`src/rtl/sflash_pkg.sv`:
```
package sflash_pkg;
  localparam int NUM_CMDS = 10;
  localparam int FRAME_W  = 48;  // opcode + 32-bit address + data byte
  localparam logic [7:0] OP_WREN = 8'h06;

  typedef enum logic [3:0] {
    CMD_RD_ID      = 4'd0,
    CMD_RD_STAT    = 4'd1,
    CMD_READ       = 4'd2,
    CMD_FAST_READ  = 4'd3,
    CMD_PAGE_WR    = 4'd4,
    CMD_PROTECT    = 4'd5,
    CMD_SECT_ERASE = 4'd6,
    CMD_BULK_ERASE = 4'd7,
    CMD_ADDR4_ON   = 4'd8,
    CMD_ADDR4_OFF  = 4'd9
  } cmd_e;

  function automatic logic [7:0] cmd_opcode(cmd_e c);
    case (c)
      CMD_RD_ID:      return 8'h9F;
      CMD_RD_STAT:    return 8'h05;
      CMD_READ:       return 8'h03;
      CMD_FAST_READ:  return 8'h0B;
      CMD_PAGE_WR:    return 8'h02;
      CMD_PROTECT:    return 8'h01;
      CMD_SECT_ERASE: return 8'hD8;
      CMD_BULK_ERASE: return 8'hC7;
      CMD_ADDR4_ON:   return 8'hB7;
      default:        return 8'hE9;
    endcase
  endfunction

  function automatic logic cmd_has_addr(cmd_e c);
    return c inside {CMD_READ, CMD_FAST_READ, CMD_PAGE_WR, CMD_SECT_ERASE};
  endfunction

  function automatic logic cmd_has_wdata(cmd_e c);
    return c inside {CMD_PAGE_WR, CMD_PROTECT};
  endfunction

  function automatic logic cmd_is_read(cmd_e c);
    return c inside {CMD_RD_ID, CMD_RD_STAT, CMD_READ, CMD_FAST_READ};
  endfunction

  function automatic logic cmd_needs_wren(cmd_e c);
    return c inside {CMD_PAGE_WR, CMD_PROTECT, CMD_SECT_ERASE, CMD_BULK_ERASE};
  endfunction
endpackage

```
`src/rtl/sflash_cmd_arb.sv`:
```
module sflash_cmd_arb
  import sflash_pkg::*;
#(
  parameter int N = NUM_CMDS
) (
  input  logic [N-1:0] req_i,
  output logic         valid_o,
  output cmd_e         cmd_o
);
  always_comb begin
    valid_o = |req_i;
    cmd_o   = CMD_RD_ID;
    // walk downward so the lowest set index is the last assignment
    for (int i = N - 1; i >= 0; i--) begin
      if (req_i[i]) cmd_o = cmd_e'(4'(i));
    end
  end
endmodule

```
`src/rtl/sflash_frame_build.sv`:
```
module sflash_frame_build
  import sflash_pkg::*;
#(
  parameter int DUMMY_CLKS = 8,
  parameter int CNT_W      = 8
) (
  input  cmd_e               cmd_i,
  input  logic               wren_i,
  input  logic               addr4_i,
  input  logic [31:0]        addr_i,
  input  logic [7:0]         wdata_i,
  output logic [FRAME_W-1:0] tx_o,
  output logic [CNT_W-1:0]   tx_len_o,
  output logic [CNT_W-1:0]   dummy_o,
  output logic [CNT_W-1:0]   rx_len_o
);
  localparam int OP_HI = FRAME_W - 1;
  localparam int AD_HI = FRAME_W - 9;

  always_comb begin
    tx_o     = '0;
    tx_len_o = CNT_W'(8);
    dummy_o  = '0;
    rx_len_o = '0;
    if (wren_i) begin
      tx_o[OP_HI -: 8] = OP_WREN;
    end else begin
      tx_o[OP_HI -: 8] = cmd_opcode(cmd_i);
      if (cmd_has_addr(cmd_i)) begin
        if (addr4_i) begin
          tx_o[AD_HI -: 32] = addr_i;
          tx_len_o = tx_len_o + CNT_W'(32);
        end else begin
          tx_o[AD_HI -: 24] = addr_i[23:0];
          tx_len_o = tx_len_o + CNT_W'(24);
        end
      end
      if (cmd_has_wdata(cmd_i)) begin
        if (!cmd_has_addr(cmd_i)) tx_o[AD_HI -: 8] = wdata_i;
        else if (addr4_i)         tx_o[AD_HI - 32 -: 8] = wdata_i;
        else                      tx_o[AD_HI - 24 -: 8] = wdata_i;
        tx_len_o = tx_len_o + CNT_W'(8);
      end
      if (cmd_i == CMD_FAST_READ) dummy_o = CNT_W'(DUMMY_CLKS);
      if (cmd_is_read(cmd_i)) rx_len_o = CNT_W'(8);
    end
  end
endmodule

```
`src/rtl/sflash_shifter.sv`:
```
module sflash_shifter #(
  parameter int FW   = 48,
  parameter int CW   = 8
) (
  input  logic          clk_i,
  input  logic          rst_ni,
  input  logic          start_i,
  input  logic [FW-1:0] tx_i,
  input  logic [CW-1:0] tx_len_i,
  input  logic [CW-1:0] dummy_i,
  input  logic [CW-1:0] rx_len_i,
  input  logic          miso_i,
  output logic          sck_o,
  output logic          cs_no,
  output logic          mosi_o,
  output logic [7:0]    rx_o,
  output logic          done_o
);
  typedef enum logic [1:0] {E_IDLE, E_SHIFT, E_HOLD} est_e;

  est_e          st_q;
  logic [FW-1:0] sh_q;
  logic [CW-1:0] total_q, cnt_q;
  logic [7:0]    rx_q;
  logic          sck_q, cs_q, done_q;

  always_ff @(posedge clk_i or negedge rst_ni) begin
    if (!rst_ni) begin
      st_q    <= E_IDLE;
      sh_q    <= '0;
      total_q <= '0;
      cnt_q   <= '0;
      rx_q    <= '0;
      sck_q   <= 1'b0;
      cs_q    <= 1'b1;
      done_q  <= 1'b0;
    end else begin
      done_q <= 1'b0;
      case (st_q)
        E_IDLE: if (start_i) begin
          sh_q    <= tx_i;
          total_q <= tx_len_i + dummy_i + rx_len_i;
          cnt_q   <= '0;
          cs_q    <= 1'b0;  // one clock of select before the first rising edge
          st_q    <= E_SHIFT;
        end
        E_SHIFT: begin
          if (!sck_q) begin
            sck_q <= 1'b1;
            rx_q  <= {rx_q[6:0], miso_i};
          end else begin
            sck_q <= 1'b0;
            sh_q  <= sh_q << 1;
            cnt_q <= cnt_q + 1'b1;
            if (cnt_q == total_q - 1'b1) st_q <= E_HOLD;
          end
        end
        default: begin
          cs_q   <= 1'b1;
          done_q <= 1'b1;
          st_q   <= E_IDLE;
        end
      endcase
    end
  end

  assign sck_o  = sck_q;
  assign cs_no  = cs_q;
  assign mosi_o = sh_q[FW-1];
  assign rx_o   = rx_q;
  assign done_o = done_q;
endmodule

```
`src/rtl/sflash_seq.sv`:
```
module sflash_seq
  import sflash_pkg::*;
#(
  parameter int DUMMY_CLKS = 8,
  parameter int GAP_CYCLES = 2,
  parameter int CNT_W      = 8
) (
  input  logic                clk_i,
  input  logic                rst_ni,
  input  logic [NUM_CMDS-1:0] cmd_req_i,
  input  logic [31:0]         addr_i,
  input  logic [7:0]          wdata_i,
  output logic                busy_o,
  output logic [7:0]          rdata_o,
  output logic                rdata_valid_o,
  output logic                sck_o,
  output logic                cs_no,
  output logic                mosi_o,
  input  logic                miso_i
);
  localparam int GAP_W = (GAP_CYCLES > 1) ? $clog2(GAP_CYCLES) : 1;

  typedef enum logic [2:0] {
    T_IDLE, T_WREN_GO, T_WREN_RUN, T_MAIN_GO, T_MAIN_RUN, T_LAST, T_GAP
  } tst_e;

  tst_e        st_q;
  cmd_e        cmd_q, arb_cmd;
  logic [31:0] addr_q;
  logic [7:0]  wdata_q, rdata_q, rx_byte;
  logic        addr4_q, rvalid_q, arb_valid, start, eng_done;
  logic [GAP_W-1:0] gap_q;
  logic [NUM_CMDS-1:0] req_gated;
  logic [FRAME_W-1:0]  tx;
  logic [CNT_W-1:0]    tx_len, dummy_len, rx_len;

  assign req_gated = (st_q == T_IDLE) ? cmd_req_i : '0;

  sflash_cmd_arb #(.N(NUM_CMDS)) arb_i (
    .req_i  (req_gated),
    .valid_o(arb_valid),
    .cmd_o  (arb_cmd)
  );

  sflash_frame_build #(.DUMMY_CLKS(DUMMY_CLKS), .CNT_W(CNT_W)) build_i (
    .cmd_i   (cmd_q),
    .wren_i  (st_q == T_WREN_GO),
    .addr4_i (addr4_q),
    .addr_i  (addr_q),
    .wdata_i (wdata_q),
    .tx_o    (tx),
    .tx_len_o(tx_len),
    .dummy_o (dummy_len),
    .rx_len_o(rx_len)
  );

  assign start = (st_q == T_WREN_GO) || (st_q == T_MAIN_GO);

  sflash_shifter #(.FW(FRAME_W), .CW(CNT_W)) shift_i (
    .clk_i   (clk_i),
    .rst_ni  (rst_ni),
    .start_i (start),
    .tx_i    (tx),
    .tx_len_i(tx_len),
    .dummy_i (dummy_len),
    .rx_len_i(rx_len),
    .miso_i  (miso_i),
    .sck_o   (sck_o),
    .cs_no   (cs_no),
    .mosi_o  (mosi_o),
    .rx_o    (rx_byte),
    .done_o  (eng_done)
  );

  always_ff @(posedge clk_i or negedge rst_ni) begin
    if (!rst_ni) begin
      st_q     <= T_IDLE;
      cmd_q    <= CMD_RD_ID;
      addr_q   <= '0;
      wdata_q  <= '0;
      addr4_q  <= 1'b0;
      rdata_q  <= '0;
      rvalid_q <= 1'b0;
      gap_q    <= '0;
    end else begin
      case (st_q)
        T_IDLE: if (arb_valid) begin
          cmd_q   <= arb_cmd;
          addr_q  <= addr_i;
          wdata_q <= wdata_i;
          st_q    <= cmd_needs_wren(arb_cmd) ? T_WREN_GO : T_MAIN_GO;
        end
        T_WREN_GO:  st_q <= T_WREN_RUN;
        T_WREN_RUN: if (eng_done) st_q <= T_MAIN_GO;
        T_MAIN_GO:  st_q <= T_MAIN_RUN;
        T_MAIN_RUN: if (eng_done) begin
          if (cmd_is_read(cmd_q)) rdata_q <= rx_byte;
          rvalid_q <= cmd_is_read(cmd_q);
          if (cmd_q == CMD_ADDR4_ON)  addr4_q <= 1'b1;
          if (cmd_q == CMD_ADDR4_OFF) addr4_q <= 1'b0;
          st_q <= T_LAST;
        end
        T_LAST: begin
          rvalid_q <= 1'b0;
          gap_q    <= GAP_W'(GAP_CYCLES - 1);
          st_q     <= T_GAP;
        end
        default: begin
          if (gap_q == '0) st_q <= T_IDLE;
          else gap_q <= gap_q - 1'b1;
        end
      endcase
    end
  end

  assign busy_o        = (st_q != T_IDLE) && (st_q != T_GAP);
  assign rdata_o       = rdata_q;
  assign rdata_valid_o = rvalid_q;
endmodule

```
`config.mk`:
```
export PLATFORM = sky130hd
export DESIGN_NAME = sflash_seq
export DESIGN_NICKNAME = d
export VERILOG_FILES = /design/src/rtl/sflash_pkg.sv /design/src/rtl/sflash_cmd_arb.sv /design/src/rtl/sflash_frame_build.sv /design/src/rtl/sflash_shifter.sv /design/src/rtl/sflash_seq.sv
export SDC_FILE = /design/constraint.sdc
export NUM_CORES = 1
export LEC_CHECK = 0
export BUFFER_PORTS_ARGS = -buffer_cell sky130_fd_sc_hd__buf_4
export CORE_MARGIN = 10
export CORE_UTILIZATION = 28
export CTS_CLUSTER_DIAMETER = 80
export DETAILED_ROUTE_END_ITERATION = 7
export RECOVER_POWER = 50
export SLEW_MARGIN = 20
export SYNTH_ARGS = -nofsm -noshare
export SYNTH_HDL_FRONTEND = slang
export SYNTH_HIERARCHICAL = 1
export SYNTH_SLANG_ARGS = --single-unit
```
`constraint.sdc`:
```
create_clock -name clk_i -period 4 [get_ports clk_i]
set_clock_uncertainty 0.2 [all_clocks]
set_input_delay 0.8 -clock clk_i [delete_from_list [all_inputs] [get_ports clk_i]]
set_output_delay 0.8 -clock clk_i [all_outputs]
set_load 0.02 [all_outputs]
```
# After elaboration in Yosys (flattened, before gate mapping)
# Memory sizes are Yosys's and may differ from the RTL's.
# Cells that the tools add are included.
dict set report totals {
  in_bits 53
  rom_bits 128
  out_inout_bits 13
  ff_bits 135
  word_cells 135
  n_memories 1
}
dict set report op_classes {
  addsub 6
  muxes 57
  n_reduce_logical 26
  n_eq_ne 27
  n_bitwise 2
}
# name words width read_ports rd_ports_with_merged_regs wr line
set memory_table {}
lappend memory_table {{(no name shown)} 16 8 1 0 0 sflash_pkg.sv:20} ;# case (c)
# cell count
set op_table {}
lappend op_table {{$mux 8} 13}
lappend op_table {{$mux 48} 2}
lappend op_table {{$pmux 48 s2} 1}
lappend op_table {{$mux 4} 14}
lappend op_table {{$mux 40} 1}
lappend op_table {{$mux 16} 2}
lappend op_table {{$mux 32} 1}
lappend op_table {{$eq 4x3->1 const B} 7}
lappend op_table {{$mux 24} 1}
lappend op_table {{$pmux 3 s6} 1}
lappend op_table {{$pmux 8 s2} 1}
lappend op_table {{$mux 3} 4}
lappend op_table {{$ne 2x1->1 const B} 6}
lappend op_table {{$reduce_and 3->1} 4}
lappend op_table {{$reduce_bool 4->1} 3}
lappend op_table {{$mux 10} 1}
lappend op_table {{$reduce_and 2->1} 5}
lappend op_table {{$reduce_or 10->1} 1}
lappend op_table {{$add 8x1->8 const B} 1}
lappend op_table {{$add 8x4->8} 1}
lappend op_table {{$add 8x4->8 const B} 1}
lappend op_table {{$add 8x8->8} 1}
lappend op_table {{$eq 4x2->1 const B} 2}
lappend op_table {{$eq 4x4->1 const B} 2}
lappend op_table {{other kinds (25)} 42}

# Logic depth before layout (Yosys ltp)
# Gate-level depths: netlist of the first run.
dict set report logic_depth {
  depth_word 17
  mapped_depth 15
}

# Cells and area by module
# Netlist of the first run, hierarchy kept.
# module cells_each seq_area_each_um2 instances area_each_um2
set modules_own_cells {}
lappend modules_own_cells {sflash_shifter 381 1928.1 1 3982.6}
lappend modules_own_cells {sflash_seq 161 1451.4 1 2367.3}
lappend modules_own_cells {sflash_frame_build 167 0.0 1 1101.1}
lappend modules_own_cells {sflash_cmd_arb 18 0.0 1 101.3}

# Worst setup path before layout of the first run
# Ideal clock, no wire load.
dict set report synth_timing {
  path_kind {register to register}
  from {register cmd_q[1]}
  to {register shift_i.total_q[5]}
  path_stages_with_launch 14
  setup_time_ns 0.135
  required_ns 3.665
  path_buffers 1
  arrival_ns 2.995
  path_slack_ns 0.669
  path_cell_list {dfrtp_1 -> inv_1 -> ha_1 -> mux2i_1 -> a21oi_1 -> clkbuf_1 -> nand2b_1 -> ha_1 -> or2_2 -> fa_1 -> ha_1 -> a21oi_1 -> xor2_1 -> o21ai_0}
}
dict set report synth_between {
  elab_chain_len 9
  word_cells_on_any_way 21
  classes_between {add/sub: 3; eq/ne: 6; mux: 8; reduce/logical: 4}
}
# item line
set synth_lines {}
lappend synth_lines {{from (decl)} sflash_seq.sv:28} ;# cmd_e cmd_q, arb_cmd;
lappend synth_lines {{from (signal assigned)} sflash_seq.sv:88} ;# cmd_q <= arb_cmd;
lappend synth_lines {{$eq 4x2->1 (tied with other cells)} sflash_pkg.sv:35} ;# return c inside {CMD_READ, CMD_FAST_READ, CMD_PAGE_WR, CMD_SECT_ERASE};
lappend synth_lines {{$reduce_bool 4->1} sflash_pkg.sv:35}
lappend synth_lines {{$mux 8} sflash_frame_build.sv:29} ;# if (cmd_has_addr(cmd_i)) begin
lappend synth_lines {{$mux 8} sflash_frame_build.sv:25} ;# if (wren_i) begin
lappend synth_lines {{$add 8x4->8} sflash_frame_build.sv:42} ;# tx_len_o = tx_len_o + CNT_W'(8);
lappend synth_lines {{$mux 8 *} sflash_frame_build.sv:38} ;# if (cmd_has_wdata(cmd_i)) begin
lappend synth_lines {{$mux 8 *} sflash_frame_build.sv:25}
lappend synth_lines {{via tx_len[3]} sflash_seq.sv:35} ;# logic [CNT_W-1:0] tx_len, dummy_len, rx_len;
lappend synth_lines {{$add 8x8->8 *} sflash_shifter.sv:42} ;# total_q <= tx_len_i + dummy_i + rx_len_i;
lappend synth_lines {{$add 8x4->8 *} sflash_shifter.sv:42}
lappend synth_lines {{to (signal assigned)} sflash_shifter.sv:42}
lappend synth_lines {{to (decl)} sflash_shifter.sv:23} ;# logic [CW-1:0] total_q, cnt_q;
# Mark *: on every way through the listed nets, which the timed path passes. The rest lies on a longest branch. The select of a mux whose other input is x is not followed.
# A chain may end at the register's enable or synchronous reset.

# Final worst setup path of the first run
# Ends and elaborated chain as after synthesis.

==> summary.md, run 1 <==
| Metric | Value |
|---|---|
| Vias/cell | `between 4 and 5` |
| Worst Setup Start Kind | `flip-flop` |
| Pin count of the biggest net entering global routing | `88` |
| # port buffers | `65` |
| WP data arrival | `roughly 3500 ps` |
| Combinational power share | `0.423` |
| Fillers | `around 2.7k` |
| Ys Warns | `6` |
| Post-Route WL | `between 15000 and 20000 um` |
| Core area | `roughly 27000 um^2` |
| Die area | `33900 um^2` |
| Sequential area share after synthesis | `0.447` |
| Net load switching power | `2.67 mW` |
| FMAX | `roughly 300 MHz` |
| Sw Ratio | `0.386` |
| Min Hold Slack | `124 ps` |
| Clk buf depth | `2` |
| Wire per inst | `roughly 15 um` |
| Max transition margin | `-0.115` |
| Final setup margin | `between 600 and 700 ps` |
| Clock sink count | `135` |
| Total negative setup slack | `0 ps` |
| Dpl cell area | `approximately 8300 um^2` |
| Req. time, crit path | `approximately 4100 ps` |
| Area of the multi-input gates | `between 3000 and 4000 um^2` |
| Post-Layout Inst Area | `between 8000 and 9000 um^2` |
| Max cap viols | `2` |
| Iteration-0 DRC count of the detailed router | `250` |
| Clock root buffer | `clkbuf_16` |
| Fin. max-slew vios | `between 70 and 80` |
| Pre-CTS WS | `approximately 660 ps` |
| First-pass GRT wire length | `28400 um` |
| Vias in the first global route | `5357` |
| Sequential power share | `0.350` |
| Synthesis-to-finish area growth | `17.2%` |
| DIE HEIGHT | `about 180 um` |
| CP max FO | `13` |
| Post-Layout Cell Count | `approximately 1.1k` |
| Netlist cell types | `a little under 60` |
| Number of synthesized flops with an enable pin | `0` |
| DRC | `0` |
| Setup bufs post-CTS | `0` |
| Skew-Pair Late Insertion Delay | `420 ps` |
| IO Pins | `between 60 and 70` |
| CTS tree | `built` |
| Register Area | `~3400 um^2` |
| Final period util | `0.845` |
| Final setup fails | `0` |
| Int Power | `about 4.3 mW` |
| P_leak | `between 4 and 5 nW` |
| Final hold violation count | `0` |
| Syn Area/Cell | `around 10 um^2` |
| Power Total | `between 6 and 7 mW` |
| Core Util, Final | `0.331` |
| CP Capture Type | `flip-flop` |
| Worst reg-to-reg setup slack | `620 ps` |
| Tmin final | `3380 ps` |
| Initial antenna violation count | `0` |
| Dpl cells | `roughly 1.1k` |
| Rows | `60` |
| CTS buffer count | `17` |
| Vias after detailed routing | `slightly above 5k` |
| Status | `complete, but fails checks` |
| GP Congestion | `0.765` |
| PD cells | `roughly 780 nW/um^2` |
| Htree depth | `4` |
| Max rail drop VDD | `about 0.35 mV` |
| Synthesized cell area | `7550 um^2` |
| Final global-route overflow total | `0` |
| CTS clk-pin slew, worst paths | `approximately 60 ps` |
| Worst min-delay path class | `input pin to asynchronous set/reset pin` |
| Detail Route Antenna Nets | `0` |
| Post-cts sizing count | `0` |
| Failing checks | `capacitance limit, slew limit` |
| Clock network fraction of total power | `0.227` |
| Post-DP HPWL | `between 10000 and 15000 um` |
| Worst-margin pin slew | `1670 ps` |
| Initial Util | `0.283` |
| All-Layer GR Usage | `0.104` |
| Unrepaired setup endpoints after global routing | `no` |
| Die W | `184 um` |
| Async S/R FF share, synth | `1.00` |
| Drt pass-1 iters | `4` |
| Layout cell share with drive strength beyond 1 | `0.227` |
| Synth Flop Type | `dfrtp_1` |
| Cts hold-fix bufs | `0` |
| Type of the worst setup path | `flip-flop to flip-flop` |
| Flop and latch count out of synthesis | `135` |
| Synth Instances | `727` |
| Final net count | `roughly 850` |
| Ant. Diodes | `0` |
-- path summary, 6_finish.rpt --
check,startpoint,endpoint,cells past startpoint
max,cmd_q[1],shift_i/total_q[5],13
min,rst_ni,cmd_q[2],1
max reg2reg,cmd_q[1],shift_i/total_q[5],13
min reg2reg,shift_i/sh_q[43],shift_i/sh_q[43],2
max in group asynchronous,rst_ni,addr_q[20],2
min in group clk_i,shift_i/sh_q[43],shift_i/sh_q[43],2
-- synth_stat cells, drive strengths merged (3+ instances only) --
cell / number / area [um^2]
mux2i: 73 / 731
nor2b: 8 / 50.1
a21oi: 34 / 170
and3: 6 / 42.5
a211oi: 11 / 82.6
nand4: 4 / 25.0
o21ai: 61 / 305
a31oi: 4 / 25.0
fa: 8 / 160
nor3: 3 / 15.0
ha: 14 / 175
o31ai: 3 / 22.5
nor4: 3 / 18.8
or3: 5 / 31.3
xnor2: 9 / 78.8
or2: 3 / 18.8
xor2: 12 / 105
clkbuf: 22 / 82.6
nand2b: 8 / 50.1
nand3: 4 / 20.0
and2: 20 / 128
buf: 42 / 284
dfrtp: 134 / 3350
nand2: 75 / 282
nor2: 44 / 165
mux2: 62 / 728
nand3b: 10 / 75.1
inv: 17 / 63.8
-- critical path, cell delays in order, from the launching register on --
cell      delay (ps)
dfrtp_1          460
inv_1            140
ha_1             220
mux2i_1          110
a21oi_1          160
buf_4            200
nand2b_1          70
ha_1             260
or2_2            310
fa_1             430
ha_1             210
a21oi_1          200
xor2_1           150
o21ai_0           90
-- layer usage --
metal / GRT usage / share of wire
met5: 0 / 0
met4: 0.0252 / 0.0060
met3: 0.0287 / 0.038
met2: 0.169 / 0.49
met1: 0.133 / 0.47
-- placed cells by master (no fill, tap or decap), types with 3 or more instances in the layout --
| cell type | instances |
|---|---|
| a21oi_1 | 34 |
| dfrtp_1 | 133 |
| clkinv_2 | 3 |
| nand4_1 | 4 |
| xor2_1 | 12 |
| a211oi_1 | 11 |
| nand2_1 | 75 |
| nor4_1 | 3 |
| and3_1 | 5 |
| inv_1 | 17 |
| mux2_2 | 54 |
| o31ai_1 | 3 |
| and2_1 | 18 |
| mux2_4 | 8 |
| buf_4 | 70 |
| a31oi_1 | 4 |
| inv_6 | 3 |
| o21ai_0 | 61 |
| or3_1 | 5 |
| fa_1 | 8 |
| nor2_1 | 43 |
| clkinv_4 | 4 |
| clkbuf_16 | 17 |
| conb_1 | 19 |
| clkbuf_1 | 4 |
| nor3_1 | 3 |
| nand3_1 | 4 |
| nand2b_1 | 8 |
| nand3b_1 | 10 |
| xnor2_1 | 9 |
| ha_1 | 14 |
| mux2i_1 | 73 |
| nor2b_1 | 7 |
-- registers in the layout, summed over array words and instances, names as in the netlist, 2 cells and up --
register         flops
addr_q              32
cmd_q                4
rdata_o              8
shift_i/cnt_q        8
shift_i/rx_o         8
shift_i/sh_q        48
shift_i/st_q         2
shift_i/total_q      8
st_q                 3
wdata_q              8
-- kinds of logic (layout without fill, tap and decap cells) --
| logic type | count (synthesis) | in the layout | share of synthesized area |
|---|---|---|---|
| buffers and inverters | 82 | 127 | 0.0577 |
| XOR/XNOR | 21 | 21 | 0.0244 |
| other | 1 | 19 | 0.000497 |
| flip-flops | 135 | 135 | 0.447 |
| AO/OA/AOI/OAI | 130 | 130 | 0.0999 |
| AND/OR/NAND/NOR | 201 | 201 | 0.133 |
| multiplexers | 135 | 135 | 0.193 |
| adder cells (fa/ha/maj) | 22 | 22 | 0.0444 |
-- power by group through the flow --
stage                     logic [mW]  registers [mW]  clock network (mW)
after floorplan                 2.42            2.24                   0
after global placement          2.89            2.45                   0
after detailed placement        2.94            2.46                   0
after CTS                       2.96            2.44                1.61
after global routing            3.34            2.51                1.67
final                           2.93            2.42                1.57
-- cell type report --
class,count,share of cell area
clock buffers,19,0.0500
clock inverters,13,0.0165
inverters,18,0.00777
multi-input cells,528,0.430
flip-flops and latches,135,0.382
well taps,341,0.0482
repair buffers,77,0.0653
Note: power is estimated with default switching activity, not from simulation.
==> run 2: changes to the inputs <==
==> constraint.sdc (replaced) <==
create_clock -name clk_i -period 3.4 [get_ports clk_i]
set_clock_uncertainty 0.2 [all_clocks]
set_input_delay 0.68 -clock clk_i [delete_from_list [all_inputs] [get_ports clk_i]]
set_output_delay 0.68 -clock clk_i [all_outputs]
set_load 0.02 [all_outputs]
==> run 2 against run 1 <==
  * The flow still finishes with violations (capacitance limit, slew limit)
  * Combinational power increased by 22%
  * Worst hold slack better by 150 ps
  * Non-clock buffer count up 4
  * Design area is essentially flat
  * Maximum frequency is 5.7% higher
  * Register-to-register slack worse by 420 ps
  * Sequential power rose by 17%
  * Largest cell class unchanged
==> summary.md, run 2 (synthesis results as in run 1) <==
| Metric | Value |
|---|---|
| Most used routing layer | `met2 (unchanged)` |
| Initial antenna violation count | `0 (unchanged)` |
| FMAX | `313 MHz (was 296 MHz)` |
| Type of the worst setup path | `flip-flop to flip-flop (unchanged)` |
| Post-Layout Cell Count | `1135 (was 1131)` |
| Final global-route overflow total | `0 (unchanged)` |
| RR Startpoint | `cmd_q[1] (unchanged)` |
| Die W | `184 um (unchanged)` |
| Total negative setup slack | `0 ps (unchanged)` |
| Sequential power share | `0.349 (was 0.350)` |
| Most common cell after layout, fill and taps aside | `dfrtp_1 (unchanged)` |
| CP max FO | `8 (was 13)` |
| Final net count | `856 (was 852)` |
| Ant. Diodes | `0 (unchanged)` |
| Met3 Usage GRT | `0.0278 (was 0.0287)` |
| Worst Hold Depth | `2` |
| P_leak | `4.03 nW (was 4.04 nW)` |
| GP Congestion | `0.793 (was 0.765)` |
| Dpl cell area | `8360 um^2 (was 8300 um^2)` |
| Net load switching power | `3.21 mW (was 2.67 mW)` |
| Wire per inst | `15.0 um (was 14.7 um)` |
| Max rail drop VDD | `0.348 mV (was 0.353 mV)` |
| Post-Route WL | `17000 um (was 16700 um)` |
| CP Capture Type | `flip-flop (unchanged)` |
| Post-DP HPWL | `11900 um (was 11700 um)` |
| Dpl cells | `1103 (was 1099)` |
| Drt pass-1 iters | `5 (was 4)` |
| CTS tree | `built (unchanged)` |
| M2 GR Usage | `0.172 (was 0.169)` |
| Initial Util | `0.283 (unchanged)` |
| Clock network fraction of total power | `0.209 (was 0.227)` |
| Combinational power share | `0.442 (was 0.423)` |
| Clock sink count | `135 (unchanged)` |
| Final setup fails | `0 (unchanged)` |
| Tmin final | `3200 ps (was 3380 ps)` |
| Worst reg2reg path endpoint | `shift_i/total_q[4] (was shift_i/total_q[5])` |
| Vias after detailed routing | `5256 (was 5159)` |
| Max cap viols | `1 (was 2)` |
| # port buffers | `65 (unchanged)` |
| Post-Layout Inst Area | `8860 um^2 (was 8850 um^2)` |
| WP data arrival | `3270 ps (was 3450 ps)` |
| Most flop-heavy register | `shift_i/sh_q (unchanged)` |
| Skew-Pair Late Insertion Delay | `430 ps (was 420 ps)` |
| Vias in the first global route | `5396 (was 5357)` |
| CTS buffer count | `17 (unchanged)` |
| Iteration-0 DRC count of the detailed router | `235 (was 250)` |
| Req. time, crit path | `3470 ps (was 4070 ps)` |
| Worst Hold Endpoint | `shift_i/sh_q[43]` |
| Layout cell share with drive strength beyond 1 | `0.237 (was 0.227)` |
| Met1 global-route usage | `0.132 (was 0.133)` |
| Clk buf depth | `2 (unchanged)` |
| Worst min-delay path class | `flip-flop to flip-flop (was input pin to asynchronous set/reset pin)` |
| Detail Route Antenna Nets | `0 (unchanged)` |
| Synthesis-to-finish area growth | `17.3% (was 17.2%)` |
| Worst-margin pin slew | `1960 ps (was 1670 ps)` |
| Final period util | `0.940 (was 0.845)` |
| Unrepaired setup endpoints after global routing | `no (unchanged)` |
| Core area | `26700 um^2 (unchanged)` |
| Status | `complete, but fails checks (unchanged)` |
| Max transition margin | `-0.305 (was -0.115)` |
| Fin. max-slew vios | `76 (was 79)` |
| Failing checks | `capacitance limit, slew limit (unchanged)` |
| Clock root buffer | `clkbuf_16 (unchanged)` |
| PD cells | `915 nW/um^2 (was 782 nW/um^2)` |
| Hold_sp | `shift_i/sh_q[43]` |
| Vias/cell | `4.63 (was 4.56)` |
| Int Power | `4.90 mW (was 4.25 mW)` |
| DRC | `0 (unchanged)` |
| DIE HEIGHT | `184 um (unchanged)` |
| Largest registers | `shift_i/sh_q (48), addr_q (32) (unchanged)` |
| IO Pins | `66 (unchanged)` |
| Worst reg-to-reg setup slack | `200 ps (was 620 ps)` |
| All-Layer GR Usage | `0.105 (was 0.104)` |
| R2R cell count | `12 (was 13)` |
| Rows | `60 (unchanged)` |
| Htree depth | `4 (unchanged)` |
| Cts hold-fix bufs | `0 (unchanged)` |
| Most frequent cells in the layout | `dfrtp_1, nand2_1, mux2i_1, buf_4, o21ai_0 (unchanged)` |
| Final hold violation count | `0 (unchanged)` |
| Worst Setup Start Kind | `flip-flop (unchanged)` |
| Die area | `33900 um^2 (unchanged)` |
| Sw Ratio | `0.396 (was 0.386)` |
| Max reg flops | `48 (unchanged)` |
| CTS clk-pin slew, worst paths | `60 ps (about the same)` |
| Pin count of the biggest net entering global routing | `94 (was 88)` |
| First-pass GRT wire length | `28600 um (was 28400 um)` |
[run 2: changes by cell type in the layout (fill, tap and decap cells not counted), moves of 2 or more]
| cell | previous run | this run |
|---|---|---|
| dfrtp_1 | 133 | 131 |
| buf_4 | 70 | 73 |
| bufinv_16 | 2 | 0 |
| clkinvlp_4 | 2 | 4 |
| clkinv_2 | 3 | 6 |
| dfrtp_2 | 1 | 3 |
| clkinv_4 | 4 | 1 |
[run 2: through the flow]
stage	hold slack, ps	utilization	power, mW	worst slack, ps
finish	277	0.331	8.10	205
global route	265	0.331	8.77	25.9
CTS	136	0.333	8.15	184
detailed placement	270	0.313	6.42	215
global placement	263	0.313	6.34	277
floorplan	184	-	5.49	69.3
[run 2: what timing repair did]
item,CTS,global route
buffers inserted,0,0
gates resized for setup,0,3
endpoints found under the setup margin,0,1
[run 2: power by group through the flow]
stage / Sequential, mW / Combinational (mW) / Clock, mW
2_1_floorplan: 2.64 / 2.85 / 0
3_3_place_gp: 2.85 / 3.49 / 0
3_5_place_dp: 2.86 / 3.56 / 0
4_1_cts: 2.84 / 3.58 / 1.73
5_1_grt: 2.92 / 4.02 / 1.82
6_report: 2.83 / 3.58 / 1.70
[run 2: area by class of cell]
type / instances / area (um^2)
inverters: 18 / 68.8
fillers: 2759 / 17900
clock inverters: 14 / 98.8
repair buffers: 81 / 614
clock buffers: 18 / 439
multi-input cells: 528 / 3820
well taps: 341 / 427
flip-flops and latches: 135 / 3380
[run 2: worst max-delay path: stages (launching register included)]
cell      delay [ps]
dfrtp_2          450
inv_1            110
ha_1             210
mux2i_1          110
a21oi_1          220
nand2b_1          80
ha_1             260
or2_2            310
fa_1             430
ha_1             330
inv_1             90
xnor2_1          120
o21ai_0          100
[run 2: per-layer routing]
layer  wire, um  vias to the layer above
met5          0                        -
met4        223                        0
met3        776                       11
met2       8310                       97
met1       7710                     2558
li1           -                     2590
[run 2: worst max-delay path by stage]
stage	slack, ps	from	cells after the start	endpoint
final	200	cmd_q[1]	12	shift_i/total_q[4]
after global routing	30	cmd_q[1]	12	shift_i/total_q[4]
after floorplan	70	cmd_q[1]	13	shift_i/total_q[5]
after CTS	180	cmd_q[1]	12	shift_i/total_q[5]
after detailed placement	220	cmd_q[1]	12	shift_i/total_q[5]
after global placement	280	cmd_q[1]	12	shift_i/total_q[5]
